==> config.mk <==
export PLATFORM = sky130hd
export DESIGN_NAME = addr_serial_dac_front
export DESIGN_NICKNAME = d
export VERILOG_FILES = /design/src/rtl/sdac_pkg.sv /design/src/rtl/sdac_sync.sv /design/src/rtl/sdac_frame_rx.sv /design/src/rtl/sdac_latch_bank.sv /design/src/rtl/addr_serial_dac_front.sv
export SDC_FILE = /design/constraint.sdc
export NUM_CORES = 1
export LEC_CHECK = 0
export ABC_AREA = 1
export BUFFER_PORTS_ARGS = -buffer_cell sky130_fd_sc_hd__buf_2
export CAP_MARGIN = 20
export CORE_ASPECT_RATIO = 0.8
export CORE_MARGIN = 2
export CORE_UTILIZATION = 34
export CTS_CLUSTER_SIZE = 10
export DETAILED_ROUTE_END_ITERATION = 8
export GPL_TIMING_DRIVEN = 0
export MAX_ROUTING_LAYER = met4
export PLACE_DENSITY = 0.51
export SYNTH_ARGS = -nofsm -noshare
export SYNTH_HDL_FRONTEND = slang
export SYNTH_SLANG_ARGS = --single-unit
==> constraint.sdc <==
create_clock -name clk -period 1.9 [get_ports clk]
set_clock_uncertainty 0.1 [all_clocks]
set_input_delay 0.095 -clock clk [delete_from_list [all_inputs] [get_ports clk]]
set_output_delay 0.095 -clock clk [all_outputs]
set_load 0.02 [all_outputs]
==> src/rtl/sdac_pkg.sv <==
// Shared widths and the write-request type for the serial DAC front end.
// Assumes the word splits exactly into code, address and channel fields.
package sdac_pkg;
    localparam int WORD_W = 16;
    localparam int CODE_W = 12;
    localparam int NUM_CH = 4;
    localparam int ADDR_W = 2;
    localparam int SEL_W  = $clog2(NUM_CH);

    typedef struct packed {
        logic              en;
        logic [SEL_W-1:0]  ch;
        logic [CODE_W-1:0] code;
    } wr_req_t;
endpackage

==> src/rtl/sdac_sync.sv <==
// Multi-stage resynchroniser for a bundle of asynchronous level inputs.
// Assumes every bit is an independent level whose exact alignment with the others does not matter.
module sdac_sync #(
    parameter int          W       = 1,
    parameter int          STAGES  = 2,
    parameter logic [W-1:0] RST_VAL = '0
) (
    input  logic         clk,
    input  logic         rst_n,
    input  logic [W-1:0] d,
    output logic [W-1:0] q
);
    logic [W-1:0] stg [STAGES];

    // Shift the asynchronous inputs through the stage chain.
    always_ff @(posedge clk) begin
        if (!rst_n) begin
            for (int i = 0; i < STAGES; i++) stg[i] <= RST_VAL;
        end else begin
            stg[0] <= d;
            for (int i = 1; i < STAGES; i++) stg[i] <= stg[i-1];
        end
    end

    assign q = stg[STAGES-1];
endmodule

==> src/rtl/sdac_frame_rx.sv <==
// Serial word receiver: shifts on falling serial clock edges, counts bits
// after a sync, and checks address on the last bit, emitting one write request.
// Assumes all inputs are already in the clk domain and the serial clock is
// slow enough that each of its levels spans at least one clk cycle.
module sdac_frame_rx #(
    parameter int WORD_W = sdac_pkg::WORD_W,
    parameter int CODE_W = sdac_pkg::CODE_W,
    parameter int ADDR_W = sdac_pkg::ADDR_W,
    parameter int SEL_W  = sdac_pkg::SEL_W
) (
    input  logic              clk,
    input  logic              rst_n,
    input  logic              sclk_s,
    input  logic              fsync_s,
    input  logic              sdin_s,
    input  logic [ADDR_W-1:0] addr_strap,
    output logic              sdo,
    output logic              sclk_fall,
    output sdac_pkg::wr_req_t wr_req
);
    localparam int CNT_W    = $clog2(WORD_W + 1);
    localparam int ADDR_LSB = SEL_W;
    localparam int CODE_LSB = SEL_W + ADDR_W;
    localparam logic [CNT_W-1:0] LAST_IDX = CNT_W'(WORD_W - 1);

    logic              sclk_q;
    logic              fsync_q;
    logic              frame_start;
    logic [WORD_W-1:0] shreg;
    logic [WORD_W-1:0] shift_nxt;
    logic [CNT_W-1:0]  bit_cnt;
    logic              armed;
    logic              last_bit;
    logic              addr_hit;

    // Keep the previous serial clock and sync levels for edge detection.
    always_ff @(posedge clk) begin
        if (!rst_n) begin
            sclk_q  <= 1'b1;
            fsync_q <= 1'b1;
        end else begin
            sclk_q  <= sclk_s;
            fsync_q <= fsync_s;
        end
    end

    assign sclk_fall   = sclk_q & ~sclk_s;
    assign frame_start = fsync_q & ~fsync_s;
    assign shift_nxt   = {shreg[WORD_W-2:0], sdin_s};
    assign last_bit    = armed && sclk_fall && !frame_start && (bit_cnt == LAST_IDX);
    assign addr_hit    = (shift_nxt[ADDR_LSB +: ADDR_W] == addr_strap);

    // Input shift register: moves on every falling serial edge, framed or not.
    always_ff @(posedge clk) begin
        if (!rst_n)         shreg <= '0;
        else if (sclk_fall) shreg <= shift_nxt;
    end

    // Bit counter: restarted by sync, disarmed after the last bit of a word.
    always_ff @(posedge clk) begin
        if (!rst_n) begin
            bit_cnt <= '0;
            armed   <= 1'b0;
        end else if (frame_start) begin
            bit_cnt <= '0;
            armed   <= 1'b1;
        end else if (sclk_fall && armed) begin
            if (bit_cnt == LAST_IDX) begin
                bit_cnt <= '0;
                armed   <= 1'b0;
            end else begin
                bit_cnt <= bit_cnt + 1'b1;
            end
        end
    end

    // Write request: one pulse per completed word whose address matches.
    always_ff @(posedge clk) begin
        if (!rst_n) begin
            wr_req <= '0;
        end else begin
            wr_req.en <= last_bit && addr_hit;
            if (last_bit) begin
                wr_req.ch   <= shift_nxt[SEL_W-1:0];
                wr_req.code <= shift_nxt[CODE_LSB +: CODE_W];
            end
        end
    end

    assign sdo = shreg[WORD_W-1];
endmodule

==> src/rtl/sdac_latch_bank.sv <==
// Double-buffered channel storage: per-channel input latch written by a
// request, and DAC latches loaded together on a load pulse or zeroed by clear.
// Assumes ld_fall is a single-cycle pulse and clr_lvl_n a synchronous level.
module sdac_latch_bank #(
    parameter int NUM_CH = sdac_pkg::NUM_CH,
    parameter int CODE_W = sdac_pkg::CODE_W,
    parameter int SEL_W  = sdac_pkg::SEL_W
) (
    input  logic                     clk,
    input  logic                     rst_n,
    input  logic                     wr_en,
    input  logic [SEL_W-1:0]         wr_ch,
    input  logic [CODE_W-1:0]        wr_code,
    input  logic                     ld_fall,
    input  logic                     clr_lvl_n,
    output logic [NUM_CH*CODE_W-1:0] inp_all,
    output logic [NUM_CH*CODE_W-1:0] dac_all
);
    for (genvar g = 0; g < NUM_CH; g++) begin : g_ch
        logic [CODE_W-1:0] inp_q;
        logic [CODE_W-1:0] dac_q;

        // Input latch: takes the code when this channel is addressed.
        always_ff @(posedge clk) begin
            if (!rst_n)                              inp_q <= '0;
            else if (wr_en && wr_ch == SEL_W'(g))    inp_q <= wr_code;
        end

        // DAC latch: clear first, then the common load.
        always_ff @(posedge clk) begin
            if (!rst_n)          dac_q <= '0;
            else if (!clr_lvl_n) dac_q <= '0;
            else if (ld_fall)    dac_q <= inp_q;
        end

        assign inp_all[g*CODE_W +: CODE_W] = inp_q;
        assign dac_all[g*CODE_W +: CODE_W] = dac_q;
    end
endmodule

==> src/rtl/addr_serial_dac_front.sv <==
// Top of the serial DAC front end: resamples the serial and strobe pins,
// receives addressed words and drives four double-buffered channel codes.
// Assumes addr_strap is static while frames are in flight.
module addr_serial_dac_front #(
    parameter int NUM_CH      = sdac_pkg::NUM_CH,
    parameter int CODE_W      = sdac_pkg::CODE_W,
    parameter int ADDR_W      = sdac_pkg::ADDR_W,
    parameter int SYNC_STAGES = 2
) (
    input  logic                     clk,
    input  logic                     rst_n,
    input  logic                     sclk,
    input  logic                     fsync_n,
    input  logic                     sdin,
    output logic                     sdo,
    input  logic [ADDR_W-1:0]        addr_strap,
    input  logic                     ld_n,
    input  logic                     clr_n,
    output logic [NUM_CH*CODE_W-1:0] dac_code
);
    localparam int SEL_W = $clog2(NUM_CH);

    logic [3:0]               ctl_s;
    logic                     sdin_s;
    logic                     sclk_s;
    logic                     fsync_s;
    logic                     ld_s;
    logic                     clr_s;
    logic                     ld_q;
    logic                     ld_fall;
    logic                     sclk_fall;
    logic                     wr_en;
    logic [NUM_CH*CODE_W-1:0] inp_all;
    sdac_pkg::wr_req_t        wr;

    sdac_sync #(.W(4), .STAGES(SYNC_STAGES), .RST_VAL(4'b1111)) u_sync_ctl (
        .clk   (clk),
        .rst_n (rst_n),
        .d     ({clr_n, ld_n, fsync_n, sclk}),
        .q     (ctl_s)
    );

    sdac_sync #(.W(1), .STAGES(SYNC_STAGES), .RST_VAL(1'b0)) u_sync_dat (
        .clk   (clk),
        .rst_n (rst_n),
        .d     (sdin),
        .q     (sdin_s)
    );

    assign {clr_s, ld_s, fsync_s, sclk_s} = ctl_s;

    // Previous load level for falling-edge detection.
    always_ff @(posedge clk) begin
        if (!rst_n) ld_q <= 1'b1;
        else        ld_q <= ld_s;
    end

    assign ld_fall = ld_q & ~ld_s;

    sdac_frame_rx #(
        .WORD_W (CODE_W + ADDR_W + SEL_W),
        .CODE_W (CODE_W),
        .ADDR_W (ADDR_W),
        .SEL_W  (SEL_W)
    ) u_rx (
        .clk        (clk),
        .rst_n      (rst_n),
        .sclk_s     (sclk_s),
        .fsync_s    (fsync_s),
        .sdin_s     (sdin_s),
        .addr_strap (addr_strap),
        .sdo        (sdo),
        .sclk_fall  (sclk_fall),
        .wr_req     (wr)
    );

    assign wr_en = wr.en;

    sdac_latch_bank #(.NUM_CH(NUM_CH), .CODE_W(CODE_W), .SEL_W(SEL_W)) u_bank (
        .clk       (clk),
        .rst_n     (rst_n),
        .wr_en     (wr_en),
        .wr_ch     (wr.ch),
        .wr_code   (wr.code),
        .ld_fall   (ld_fall),
        .clr_lvl_n (clr_s),
        .inp_all   (inp_all),
        .dac_all   (dac_code)
    );
endmodule

==> metrics <==
slew margin rel.=0.644; Crit-path slowest cell=o21ai_0; #FFs+latches synth=146; Vias per Instance=4.78; WP data arrival=1880 ps; DRC violation count after routing=0; synth warn=0; min-delay worst type=in2reg; Cell Rows=40; setup tns final=0 ps; fin crit share=0.886; Pre-Repair DR Iteration Count=6; Req. time, crit path=2100 ps; Final setup viols=0; Cell Pwr Density=1080 nW/um^2; Critical Path End Type=flop; Die W=141 um; largest net degree at the start of global routing=17; Starting Density=0.344; postcts setup bufs=0; first-pass GRT wire length=20.7 mm; Async SR Flop Fraction=0; Crit path max-delay family=buffers and inverters; overflow left after global routing=0; Final Slew Violations=0; number of buffer and inverter stages on the critical path=3; design area=6310 um^2; vias in the first global route=4065; GRT Overall Usage=0.175; DR iter-0 viols=224; io pins=58; leading area contributor after synthesis=dfxtp_1; ys flop type=dfxtp_1; share of cells above drive strength 1=0.171; leakage power=2.80 nW; CTS buffer count=17; H-tree levels=4; syn avg cell area=8.10 um^2; crit path max fanout=10; drt wl/cell=14.0 um; Final HPWL DP=8.92 mm; startpoint types=flop; Nets=727; # resized after CTS=0; DP Area=5650 um^2; final hold viol count=0; Max Freq=594 MHz; CTS tree=built; full die area=16100 um^2; maximum vdd drop=0.000623 V; RSZ-0062 raised after global routing=no; Clock Tree Root=clkbuf_16; Post-Synthesis Cells=634; WS Path Type=reg2reg; initial antenna violation count=0; synthesized area=5140 um^2; sequential share of the synthesized area=0.569; clock sink count=146; worst slew pin tran=534 ps; via count=4390; Final ANT Viol Nets=0; worst skew pair latency=420 ps; Post-Syn Nets=644; detailed-route wire length=12.8 mm; Yosys cell types=28; reg2reg setup slack=220 ps; Max Cap Viol=0; area grow syn2layout=22.9%; EDFF count, synth=0; Antenna diodes=0; share of the synthesized area in the top cell type=0.569; gp weighted congestion=0.806; PortBufs=56; Largest stage delay, worst path=330 ps; crit-path cells=inv_1 > nor2_4 > inv_1 > clkbuf_1 > o21ai_0 > nor2_1; clk slew on worst S/H paths=60 ps; status=completed; Die H=114 um; final worst path period need=1680 ps; worst-case clock buffer depth=2; Core ar.=14900 um^2; crit-path most repeated cell=inv_1; top cells by area, synth=dfxtp_1 57%, nor2_1 15%, o21ai_0 9.8%
layout make-up:
cell class	instances	area, um^2
Clock inverter	9	106
Inverter	21	78.8
Sequential cell	146	2920
Tap cell	189	236
Multi-Input combinational cell	429	1950
Timing Repair Buffer	64	360
Buffer	38	184
Fill cell	1552	8600
Clock buffer	22	474
cell usage in the layout, fill, tap and decap left out, drive strengths merged, types with 11 or more instances in the layout:
master / instances
nand3: 29
buf: 75
a21oi: 13
clkbuf: 41
or2: 11
inv: 21
nand2: 41
nand4: 14
nor2: 211
o21ai: 101
dfxtp: 146
synth_stat cells, types with 2 or more instances:
cell	count
nor2_1	208
dfxtp_1	146
o21ai_0	101
nand2_1	39
nand3_1	26
inv_1	20
clkbuf_1	18
buf_2	14
nand4_1	14
a21oi_1	13
or2_2	11
buf_4	4
a211oi_1	3
nand3_2	2
xnor2_1	2
through the flow:
stage / utilization / instances / setup WS, ps / hold WS [ps] / total power (W)
floorplan: - / 634 / 532 / 92.6 / 0.00348
global placement: 0.379 / 879 / 244 / 182 / 0.00361
detailed placement: 0.379 / 879 / 215 / 185 / 0.00361
CTS: 0.423 / 918 / 205 / 275 / 0.00689
global route: 0.423 / 918 / 115 / 295 / 0.00710
finish: 0.423 / 918 / 217 / 291 / 0.00683
worst reg2reg max path, cell delays in order, from the launching register on:
cell and delay (ps):
dfxtp_1 300, inv_1 50, nor2_4 240, inv_1 220, clkbuf_1 260, o21ai_0 330
nor2_1 70
cells by family (layout without fill, tap and decap cells):
family                     count (synthesis)  count (layout)  synth area share
and+or+nand+nor                          307             307             0.255
DFF                                      146             146             0.569
AOI/OAI and AO/OA                        118             118             0.117
buffers and inverters                     59             154            0.0512
xor gates and xnor gates                   3               3           0.00512
adders and majority gates                  1               1           0.00244
state kept, by name, indices dropped and copies added (netlist names):
signal	flops
u_rx.bit_cnt	5
u_rx.shreg	16
u_rx.armed	1
u_sync_dat.stg	2
u_bank.g_ch.dac_q	48
u_rx.wr_req	15
u_sync_ctl.stg	8
u_rx.sclk_q	1
ld_q	1
u_rx.fsync_q	1
u_bank.g_ch.inp_q	48
timing repair:
item                                   CTS  global route
setup endpoints to repair                0             0
hold buffers                             8             0
endpoints found under the hold margin    9             0
power by group:
group	total [W]	leakage (nW)	switching (W)	internal, W
Combinational	0.000381	1.34	0.000251	0.000130
Sequential	0.00317	1.18	0.0000382	0.00314
Clock	0.00327	0.278	0.00125	0.00202
Total	0.00683	2.80	0.00154	0.00529
per-layer routing:
layer / wire length (um) / vias up / track usage / share of wire
met5: 0 / - / - / 0
met4: 257 / 0 / 0.0633 / 0.020
met3: 552 / 19 / 0.0533 / 0.043
met2: 5230 / 91 / 0.244 / 0.41
met1: 6790 / 2054 / 0.238 / 0.53
li1: - / 2226 / - / -
final timing paths:
path                                                       from                                   end  depth (start not counted)
worst max-delay path                            ld_q$_SDFF_PN1_  u_bank.g_ch[3].dac_q[8]$_SDFFE_PN0P_                          6
worst max register to register                  ld_q$_SDFF_PN1_  u_bank.g_ch[3].dac_q[8]$_SDFFE_PN0P_                          6
worst min-delay path                                      clr_n       u_sync_ctl.stg[0][3]$_SDFF_PN1_                          3
worst min register to register  u_sync_dat.stg[0][0]$_SDFF_PN0_       u_sync_dat.stg[0][1]$_SDFF_PN0_                          2
Power figures use the tool's default switching activity.
